### src/rtl/pc_seq_pkg.sv
package pc_seq_pkg;

  typedef enum logic [1:0] {
    ST_RD_LO = 2'd0,
    ST_RD_HI = 2'd1,
    ST_LOAD  = 2'd2,
    ST_RUN   = 2'd3
  } boot_state_e;

  typedef enum logic {
    TGT_IMM = 1'b0,
    TGT_REG = 1'b1
  } tgt_src_e;

endpackage

### src/rtl/pc_vec_loader.sv
module pc_vec_loader
  import pc_seq_pkg::*;
#(
  parameter int AW       = 20,
  parameter int DW       = 8,
  parameter int VEC_BASE = 0
) (
  input  logic          clk,
  input  logic          rst_n,
  input  logic [DW-1:0] rdata,
  output logic          rd_en,
  output logic [AW-1:0] rd_addr,
  output logic          load_now,
  output logic [AW-1:0] boot_addr,
  output logic          running
);
  localparam int VW   = 2 * DW;
  localparam int PADW = AW - VW;
  localparam logic [AW-1:0] LO_ADDR = AW'(VEC_BASE);
  localparam logic [AW-1:0] HI_ADDR = AW'(VEC_BASE + 1);

  boot_state_e   state_q;
  logic [DW-1:0] lo_q;

  always_ff @(posedge clk) begin
    if (!rst_n) begin
      state_q <= ST_RD_LO;
      lo_q    <= '0;
    end else begin
      unique case (state_q)
        ST_RD_LO: state_q <= ST_RD_HI;
        ST_RD_HI: begin
          lo_q    <= rdata;
          state_q <= ST_LOAD;
        end
        ST_LOAD:  state_q <= ST_RUN;
        default:  state_q <= ST_RUN;
      endcase
    end
  end

  always_comb begin
    rd_en     = (state_q == ST_RD_LO) || (state_q == ST_RD_HI);
    rd_addr   = (state_q == ST_RD_HI) ? HI_ADDR : LO_ADDR;
    load_now  = (state_q == ST_LOAD);
    running   = (state_q == ST_RUN);
    boot_addr = {{PADW{1'b0}}, rdata, lo_q};
  end

endmodule

### src/rtl/pc_next_calc.sv
module pc_next_calc
  import pc_seq_pkg::*;
#(
  parameter int AW      = 20,
  parameter int LENW    = 3,
  parameter int MAX_LEN = 5
) (
  input  logic [AW-1:0]   cur_pc,
  input  logic            run,
  input  logic [LENW-1:0] len,
  input  logic            br_valid,
  input  logic            br_sel,
  input  logic [AW-1:0]   br_imm,
  input  logic [AW-1:0]   br_reg,
  output logic            take_branch,
  output logic            take_step,
  output logic [AW-1:0]   nxt_pc
);
  localparam int EXTW = AW + 1 - LENW;

  function automatic logic len_ok(input logic [LENW-1:0] l);
    return (l != '0) && (int'(l) <= MAX_LEN);
  endfunction

  function automatic logic [AW-1:0] advance(input logic [AW-1:0] pc,
                                            input logic [LENW-1:0] l);
    logic [AW:0] sum;
    sum = {1'b0, pc} + {{EXTW{1'b0}}, l};
    return sum[AW-1:0];
  endfunction

  logic [AW-1:0] target;

  always_comb begin
    target      = (tgt_src_e'(br_sel) == TGT_REG) ? br_reg : br_imm;
    take_branch = run && br_valid;
    take_step   = run && !br_valid && len_ok(len);
    if (take_branch)    nxt_pc = target;
    else if (take_step) nxt_pc = advance(cur_pc, len);
    else                nxt_pc = cur_pc;
  end

endmodule

### src/rtl/pc_reg.sv
module pc_reg #(
  parameter int AW = 20
) (
  input  logic          clk,
  input  logic          rst_n,
  input  logic          load_boot,
  input  logic [AW-1:0] boot_addr,
  input  logic          upd_en,
  input  logic [AW-1:0] nxt_pc,
  output logic [AW-1:0] pc_q
);
  always_ff @(posedge clk) begin
    if (!rst_n)         pc_q <= '0;
    else if (load_boot) pc_q <= boot_addr;
    else if (upd_en)    pc_q <= nxt_pc;
  end
endmodule

### src/rtl/pc_seq.sv
module pc_seq #(
  parameter int AW       = 20,
  parameter int DW       = 8,
  parameter int LENW     = 3,
  parameter int MAX_LEN  = 5,
  parameter int VEC_BASE = 0
) (
  input  logic            clk,
  input  logic            rst_n,
  input  logic [LENW-1:0] step_len,
  input  logic            br_valid,
  input  logic            br_sel,
  input  logic [AW-1:0]   br_imm,
  input  logic [AW-1:0]   br_reg,
  output logic            vec_rd_en,
  output logic [AW-1:0]   vec_addr,
  input  logic [DW-1:0]   vec_rdata,
  output logic [AW-1:0]   fetch_addr,
  output logic            fetch_ready
);
  logic          ev_vec_load;
  logic          ev_branch;
  logic          ev_step;
  logic          run;
  logic [AW-1:0] boot_addr;
  logic [AW-1:0] nxt_pc;

  pc_vec_loader #(.AW(AW), .DW(DW), .VEC_BASE(VEC_BASE)) u_loader (
    .clk       (clk),
    .rst_n     (rst_n),
    .rdata     (vec_rdata),
    .rd_en     (vec_rd_en),
    .rd_addr   (vec_addr),
    .load_now  (ev_vec_load),
    .boot_addr (boot_addr),
    .running   (run)
  );

  pc_next_calc #(.AW(AW), .LENW(LENW), .MAX_LEN(MAX_LEN)) u_calc (
    .cur_pc      (fetch_addr),
    .run         (run),
    .len         (step_len),
    .br_valid    (br_valid),
    .br_sel      (br_sel),
    .br_imm      (br_imm),
    .br_reg      (br_reg),
    .take_branch (ev_branch),
    .take_step   (ev_step),
    .nxt_pc      (nxt_pc)
  );

  pc_reg #(.AW(AW)) u_pc (
    .clk       (clk),
    .rst_n     (rst_n),
    .load_boot (ev_vec_load),
    .boot_addr (boot_addr),
    .upd_en    (ev_branch || ev_step),
    .nxt_pc    (nxt_pc),
    .pc_q      (fetch_addr)
  );

  assign fetch_ready = run;

endmodule

### config.mk
export PLATFORM = sky130hd
export DESIGN_NAME = pc_seq
export DESIGN_NICKNAME = d
export VERILOG_FILES = /design/src/rtl/pc_seq_pkg.sv /design/src/rtl/pc_vec_loader.sv /design/src/rtl/pc_next_calc.sv /design/src/rtl/pc_reg.sv /design/src/rtl/pc_seq.sv
export SDC_FILE = /design/constraint.sdc
export NUM_CORES = 1
export LEC_CHECK = 0
export ABC_CLOCK_PERIOD_IN_PS = 2300
export CAP_MARGIN = 10
export CORE_MARGIN = 5
export CORE_UTILIZATION = 42
export CTS_BUF_LIST = sky130_fd_sc_hd__clkbuf_16
export DETAILED_ROUTE_END_ITERATION = 10
export PLACE_DENSITY = 0.81
export RECOVER_POWER = 50
export REMOVE_ABC_BUFFERS = 1
export SLEW_MARGIN = 10
export SYNTH_ARGS = -nofsm -noshare
export SYNTH_HDL_FRONTEND = slang
export SYNTH_SLANG_ARGS = --single-unit
### constraint.sdc
create_clock -name clk -period 2.3 [get_ports clk]
set_clock_uncertainty 0.05 [all_clocks]
set_input_delay 0.46 -clock clk [delete_from_list [all_inputs] [get_ports clk]]
set_output_delay 0.46 -clock clk [all_outputs]
set_load 0.05 [all_outputs]
Word level (Yosys, flattened, before mapping)
Index checks and enable logic that the tools add are counted.
Widths: inputs -> output; s select.
{"block": "totals", "register_bits": 30, "in_bits": 55, "output_inout_bits": 42, "elab_cells": 32}
{"block": "classes", "add_sub_neg": 1, "magnitude_cmp": 1, "n_eq_ne": 3, "n_mux": 7, "bitwise": 1, "n_reduce_logical": 15}
{"operator": "$mux 20", "count": 3}
{"operator": "$mux 16", "count": 2}
{"operator": "$add 20x3->20", "count": 1}
{"operator": "$reduce_bool 3->1", "count": 2}
{"operator": "$eq 2x2->1 const B", "count": 2}
{"operator": "$logic_and 1x1->1", "count": 4}
{"operator": "$pmux 2 s2", "count": 1}
{"operator": "$reduce_and 2->1", "count": 2}
{"operator": "$reduce_bool 2->1", "count": 2}
{"operator": "$le 3x3->1 const B", "count": 1}
{"operator": "$eq 2x1->1 const B", "count": 1}
{"operator": "$logic_not 2->1", "count": 1}
{"operator": "$logic_or 1x1->1", "count": 2}
{"operator": "$reduce_or 2->1", "count": 1}
{"operator": "$logic_not 1->1", "count": 1}
{"operator": "$mux 1", "count": 1}
{"operator": "$not 1->1", "count": 1}

Logic depth before layout (Yosys ltp)
Gate-level depths: netlist of the first run.
{"block": "depth", "depth_word": 7, "mapped_depth": 7, "ltp_nobuf": 7}

Hierarchy
A second synthesis of the first run with hierarchy kept.
{"block": "hier_totals", "cells_unflattened": 333, "area_unflattened_um2": 2885.3}
{"mod": "pc_next_calc", "n_inst": 1, "cells_each": 169, "area_per_inst_um2": 1151.1}
{"mod": "pc_reg", "n_inst": 1, "cells_each": 88, "area_per_inst_um2": 1083.5}
{"mod": "pc_vec_loader", "n_inst": 1, "cells_each": 75, "area_per_inst_um2": 644.4}
{"mod": "pc_seq", "n_inst": 1, "cells_each": 1, "area_per_inst_um2": 6.3}

Least setup slack after synthesis of the first run
OpenSTA, ideal clock, no wires.
{"block": "synth_path", "kind": "register -> register", "startpoint": "register u_pc.pc_q[1]", "endpoint": "register u_pc.pc_q[5]", "arrival_time_ns": 2.027, "t_required_ns": 2.092, "setup_slack_ns": 0.065, "path_stages_with_launch": 8, "period_less_slack_ns": 2.235, "cell_sequence": "dfxtp_1 -> ha_1 -> a21o_1 -> a21oi_1 -> clkbuf_1 -> o21ai_0 -> a21oi_1 -> a311oi_1"}
{"block": "synth_between", "elab_chain_cells": 5}
{"item": "start: declaration", "line_no": "pc_reg.sv:10", "source": "output logic [AW-1:0] pc_q"}
{"item": "start signal: assignment", "line_no": "pc_reg.sv:14", "source": "else if (load_boot) pc_q <= boot_addr;"}
{"item": "start signal: assignment", "line_no": "pc_reg.sv:15", "source": "else if (upd_en) pc_q <= nxt_pc;"}
{"item": "$add 20x3->20", "line_no": "pc_next_calc.sv:28", "source": "sum = {1'b0, pc} + {{EXTW{1'b0}}, l};"}
{"item": "$mux 20", "line_no": "pc_next_calc.sv:39", "source": "else if (take_step) nxt_pc = advance(cur_pc, len);"}
{"item": "$mux 20", "line_no": "pc_next_calc.sv:38", "source": "if (take_branch) nxt_pc = target;"}
{"item": "$mux 16", "line_no": "pc_reg.sv:15"}
{"item": "$mux 16", "line_no": "pc_reg.sv:14"}
Every way passes these cells. The select of a mux whose other input is x is not followed.
A chain may end at the register's enable or synchronous reset.

Final worst setup path of the first run
{"block": "layout_path", "startpoint": "register u_pc.pc_q[3]", "endpoint": "output port fetch_addr[3]"}
{"item": "end: declaration", "line_no": "pc_seq.sv:18", "source": "output logic [AW-1:0] fetch_addr,"}
No word-level cell between the ends.

==> reports/results.tsv, run 1 <==
metric	value	unit
syn_area	0.00209	mm^2
hold_violations	0	
grt_max_degree	24	
synthCells	253	
insertion_delay	280	ps
gp_congestion	0.878	
final_layout_size_suffix_gt1_share	16.1	%
required	1790	ps
diodes	0	
nFillCells	393	
initial_core_util	43.7	%
dr.pass1.iters	5	
critPathBufInv	1	
setup_slack	156	ps
yosysWarnings	0	
area_growth	52.5	%
multi_input_area	0.00139	mm^2
dp_slack	-348	ps
crit_end	fetch_addr[3]	
cts_sinks	30	
clockBufferDepth	2	
seqCellArea	601	um^2
final_area	0.00319	mm^2
worstRegToRegCells	7	
r2r_start	u_pc.pc_q[0]$_SDFFE_PN0P_	
routed_wl	7.27	mm
grt_use_total	21.9	%
synth_edf_count	0	
first_iter_violations	194	
worstSetupStartpoint	u_pc.pc_q[3]$_SDFFE_PN0P_	
path_max_fanout	9	
post_drt_wl_per_cell	17.6	um
arrival	1630	ps
power.density	560	mW/mm^2
ir_drop	0.000411	V
period_share	93.2	%
die_h	80.5	um
endpoint_kind	output port	
grt_pass1_wl	11.0	mm
cts_tree	done	
synthFlopType	dfxtp_1	
syn-mean-instance-area	8.26	um^2
setup_viol	0	
cts-root-buf	clkbuf_16	
final_nets	405	
slew-limit-headroom	60.9	%
power.total	1780	uW
coreArea	0.00479	mm^2
die_w	80.5	um
via_per_inst	5.63	
cp_slowest_cell	clkdlybuf4s50_1	
path_cells	clkdlybuf4s50_1	
hold_class	reg2reg	
place_hpwl	5.33	mm
startpoint_type	register	
drc	0	
synthDistinctLibCells	50	
cp_top_family	buffers and inverters	
ant_nets	0	
vias	2331	
synthArstFlopShare	0	%
htreeDepth	2	
port_buffers	77	
clk_pin_slew	50	ps
fin_setup_tns	0	ps
cap_violations	0	
path_depth	1	
worst_pin_slew	589	ps
ys_ff_latch	30	
p_leak	0.00126	uW
max_stage_delay	880	ps
post_dp_cell_area	0.00298	mm^2
regToRegSetupSlack	260	ps
row_count	25	
r2r-end	u_pc.pc_q[18]$_SDFFE_PP0P_	
drv_slew	0	
cts_buffers	5	
path_class	reg2out	
ys_seq_area_share	28.7	%
grt_pass1_vias	2347	
max_freq	0.466	GHz
ioPinCount	97	
min_period	2140	ps
dieArea	0.00649	mm^2
rsz0062_at_grt	false	
antenna_found_initial	0	
outcome	finished, final reports clean	
grt_overflow	0	
## metal layers
metal | global-route usage (%) | share of wire (%)
met1 | 26.4 | 40
met2 | 38.6 | 49
met3 | 5.27 | 9.5
met4 | 5.91 | 2.1
met5 | 0 | 0
## through the flow
stage / utilization (%) / hold slack (ps) / instances
floorplan: - / 383 / 239
finish: 66.6 / 410 / 414
CTS: 65.8 / 408 / 413
global placement: 62.4 / 391 / 405
detailed placement: 62.4 / 400 / 405
global route: 66.6 / 429 / 414
## cell families (layout without fill, tap and decap cells)
group	after synthesis	count (layout)	synth area share [%]
adder cells (fa/ha/maj)	4	4	2.75
other	1	19	0.179
XOR/XNOR	6	6	2.52
buffers and inverters	37	113	10.5
AO/OA/AOI/OAI	75	75	24.3
AND/OR/NAND/NOR	82	82	21.7
flip-flops	30	30	28.7
multiplexers	18	18	9.34
## what timing repair did
action,in CTS,in global routing
setup buffers,0,1
setup endpoints to repair,4,16
hold buffers,0,0
pin swaps,1,4
gates resized for setup,5,8
## synthesized netlist by cell type (3+ instances only)
cell      number  area (um^2)
a21oi_1       26          130
nor3_1         3         15.0
dfxtp_1       30          601
a31oi_1        4         25.0
ha_1           3         37.5
mux2_2        12          135
nor2b_1        3         18.8
o21ai_0        8         40.0
buf_2          4         20.0
nand2_1       30          113
nand3_1       11         55.1
a311oi_1       4         35.0
a222oi_1       4         40.0
and2_1         4         25.0
a211oi_1       7         52.6
o221ai_1       7         61.3
buf_4         20          150
mux2i_1        6         60.1
a21o_1         5         37.5
xnor2_1        3         26.3
nor2_1        11         41.3
xor2_1         3         26.3
clkbuf_1       7         26.3
inv_1          4         15.0
## layout by cell type (no fill, tap or decap), drive strengths merged, types with 5 or more instances in the layout
cell type / netlist / layout
a21o: 5 / 5
a21oi: 26 / 26
conb: 1 / 19
nand2: 31 / 31
inv: 4 / 5
mux2: 12 / 12
a211oi: 8 / 8
nand3: 11 / 11
clkbuf: 7 / 7
nor2: 11 / 11
o221ai: 7 / 7
mux2i: 6 / 6
dfxtp: 30 / 30
clkdlybuf4s50: 0 / 68
o21ai: 9 / 9
buf: 25 / 23
## registers in the layout (all words and copies together) (netlist names)
name              count
u_loader.state_q      2
u_loader.lo_q         8
u_pc.pc_q            20
## power by group
group / internal [uW] / total (uW) / switching [uW]
sequential: 557 / 604 / 46.9
clock: 390 / 615 / 225
combinational: 233 / 565 / 332
total: 1180 / 1780 / 604
## layout make-up
class	count	area share [%]
sequential	30	18.9
inverter	5	0.589
clock inverter	3	0.393
timing repair buffer	100	29.9
tap	67	2.63
clock buffer	5	3.93
multi-input combinational	204	43.8
## worst min-delay path by stage
stage | depth (start not counted) | slack [ps] | from | endpoint
global placement | 2 | 390 | u_loader.lo_q[7]$_SDFFE_PN0P_ | u_loader.lo_q[7]$_SDFFE_PN0P_
floorplan | 2 | 380 | u_loader.lo_q[4]$_SDFFE_PN0P_ | u_loader.lo_q[4]$_SDFFE_PN0P_
detailed placement | 2 | 400 | u_loader.lo_q[5]$_SDFFE_PN0P_ | u_loader.lo_q[5]$_SDFFE_PN0P_
CTS | 2 | 410 | u_loader.lo_q[5]$_SDFFE_PN0P_ | u_loader.lo_q[5]$_SDFFE_PN0P_
global route | 2 | 430 | u_loader.lo_q[5]$_SDFFE_PN0P_ | u_loader.lo_q[5]$_SDFFE_PN0P_
finish | 2 | 410 | u_loader.lo_q[0]$_SDFFE_PN0P_ | u_loader.lo_q[0]$_SDFFE_PN0P_
(Power assumes the default switching activity.)
==> run 2: changes to the inputs <==
Settings changed: TNS_END_PERCENT from default to 10.
==> run 2 against run 1 <==
Effect of this change:
- first-iteration DRC count increased by 32%
- largest power group unchanged
- design area is 0.86% lower
- cell count is 0.24% lower
- critical path type is now in2reg
- non-clock buffer count fell by 1
- maximum frequency shrank 5.0%
- wire length shrank 2.5%
- sequential share of layout area increased by 0.16 points
- utilization fell by 0.58 points
- global-route usage did not move
==> reports/results.tsv, run 2 (same netlist as run 1, synthesis figures left out) <==
metric	value	unit	change
outcome	finished, final reports clean		
worst_pin_slew	589	ps	+0.0428 ps
post_drt_wl_per_cell	17.2	um	-2.2%
setup_viol	0		unchanged
grt_overflow	0		unchanged
fin_setup_tns	0	ps	unchanged
power.density	562	mW/mm^2	+0.44%
rsz0062_at_grt	true		
final_nets	404		-0.25%
clockBufferDepth	2		unchanged
cp_slowest_cell	clkdlybuf4s50_1		
vias	2288		-1.8%
cts_tree	done		
min_period	2260	ps	+114 ps
row_count	25		unchanged
cts_sinks	30		unchanged
cts-root-buf	clkbuf_16		
first_iter_violations	257		+32%
r2r_start	u_loader.state_q[1]$_SDFF_PN0_		
routed_wl	7.09	mm	-2.5%
coreArea	0.00479	mm^2	unchanged
hold_class	reg2reg		
layout_common_cells	64 x clkdlybuf4s50_1, 30 x nand2_1, 30 x dfxtp_1, 25 x a21oi_1, 20 x buf_4		
cap_violations	0		unchanged
r2r-end	u_pc.pc_q[17]$_SDFFE_PP0P_		
via_per_inst	5.54		-1.6%
largest_register	u_pc.pc_q		
path_class	in2reg		
holdPathStages	2		unchanged
grt_pass1_wl	11.0	mm	unchanged
nFillCells	399		+1.5%
die_h	80.5	um	unchanged
ir_drop	0.000412	V	+0.34%
min_from	u_loader.lo_q[0]$_SDFFE_PN0P_		
place_hpwl	5.33	mm	unchanged
endpoint_kind	register		
largestRegisters	u_pc.pc_q (20), u_loader.lo_q (8), u_loader.state_q (2)		
postCtsSetupBuffers	0		unchanged
largest_reg_flops	20		unchanged
path_max_fanout	4		-5
diodes	0		unchanged
layout_commonest_cell	clkdlybuf4s50_1		
p_leak	0.00124	uW	-1.7%
power.total	1780	uW	-0.43%
hold_end	u_loader.lo_q[0]$_SDFFE_PN0P_		
antenna_found_initial	0		unchanged
hold_violations	0		unchanged
path_cells	clkdlybuf4s50_1, ha_1, fa_2, a21oi_4, nor4_4, nor4b_2, xnor2_1, a211oi_1		
max_freq	0.443	GHz	-5.0%
worstRegToRegCells	5		-2
grt_use_total	21.9	%	unchanged
grt_max_degree	24		unchanged
max_stage_delay	500	ps	-380 ps
drc	0		unchanged
dieArea	0.00649	mm^2	unchanged
period_share	98.2	%	+5.0 points
clk_pin_slew	50	ps	about the same
startpoint_type	input pin		
regToRegSetupSlack	380	ps	+120 ps
area_growth	51.1	%	
grt_pass1_vias	2347		unchanged
dr.pass1.iters	5		unchanged
cts_buffers	5		unchanged
initial_core_util	43.7	%	unchanged
port_buffers	77		unchanged
final_layout_size_suffix_gt1_share	15.3	%	-0.82 points
required	2430	ps	+640 ps
ioPinCount	97		unchanged
htreeDepth	2		unchanged
die_w	80.5	um	unchanged
arrival	2390	ps	+760 ps
drv_slew	0		unchanged
slew-limit-headroom	60.9	%	about the same
gp_congestion	0.878		unchanged
insertion_delay	280	ps	about the same
ant_nets	0		unchanged
## run 2: cell types whose count changed in the layout (fill, tap and decap cells not counted), sizes merged
cell	delta
dlygate4sd3	+6
clkbuf	+1
clkdlybuf4s50	-4
buf	-2
dlymetal6s2s	-2
## run 2: through the flow
stage	setup WS (ps)	area (um^2)	cells	util [%]	hold slack, ps
after floorplan	-28.6	1960	239	-	383
after global placement	-271	2980	405	62.4	391
after detailed placement	-348	2980	405	62.4	400
after CTS	26.0	3150	413	65.8	408
after global routing	-99.0	3160	413	66.0	429
final	42.0	3160	413	66.0	410
## run 2: worst max-delay path by stage
stage,startpoint,endpoint,slack [ps],depth (start not counted)
floorplan,u_pc.pc_q[1]$_SDFFE_PN0P_,u_pc.pc_q[5]$_SDFFE_PN0P_,-30,6
global placement,step_len[0],u_pc.pc_q[8]$_SDFFE_PN0P_,-270,8
detailed placement,step_len[0],u_pc.pc_q[8]$_SDFFE_PN0P_,-350,8
CTS,step_len[1],u_pc.pc_q[13]$_SDFFE_PN0P_,30,6
global route,step_len[0],u_pc.pc_q[18]$_SDFFE_PP0P_,-100,8
finish,step_len[0],u_pc.pc_q[18]$_SDFFE_PP0P_,40,8
## run 2: area by class of cell
type                    count  area (um^2)  area share (%)
clock inverters             3         12.5           0.396
multi-input cells         204         1380            43.8
repair buffers             99          935            29.6
inverters                   5         18.8           0.594
flip-flops and latches     30          601            19.0
clock buffers               5          125            3.96
well taps                  67         83.8            2.65
## run 2: layer usage
layer / share of wire (%) / track usage, % / vias up
met4: 1.3 / 5.91 / 0
met5: 0 / 0 / -
li1: - / - / 1084
met3: 9.3 / 5.27 / 15
met1: 40 / 26.4 / 1054
met2: 50 / 38.6 / 135
## run 2: critical path: cells and delay by family
| kind | cells | cell delay, ps |
|---|---|---|
| compound gates | 2 | 320 |
| xor+xnor | 1 | 100 |
| fa+ha+maj | 2 | 460 |
| buf+inv | 1 | 500 |
| simple gates | 2 | 550 |
## run 2: power by group
group / switching (uW) / leakage (uW) / internal, uW
logic: 330 / 0.000921 / 228
registers: 45.6 / 0.000246 / 557
clock network: 225 / 0.0000724 / 390
total: 601 / 0.00124 / 1180
## run 2: timing repair
action	CTS	global route
pin swaps	1	0
resized for setup	5	3
hold buffers	0	0
setup endpoints to repair	4	16
==> run 3: changes to the inputs <==
Settings changed: SLEW_MARGIN 10 to default.
==> results of run 3 <==
Same layout as run 2: the final DEF is identical, and so are final timing and power.
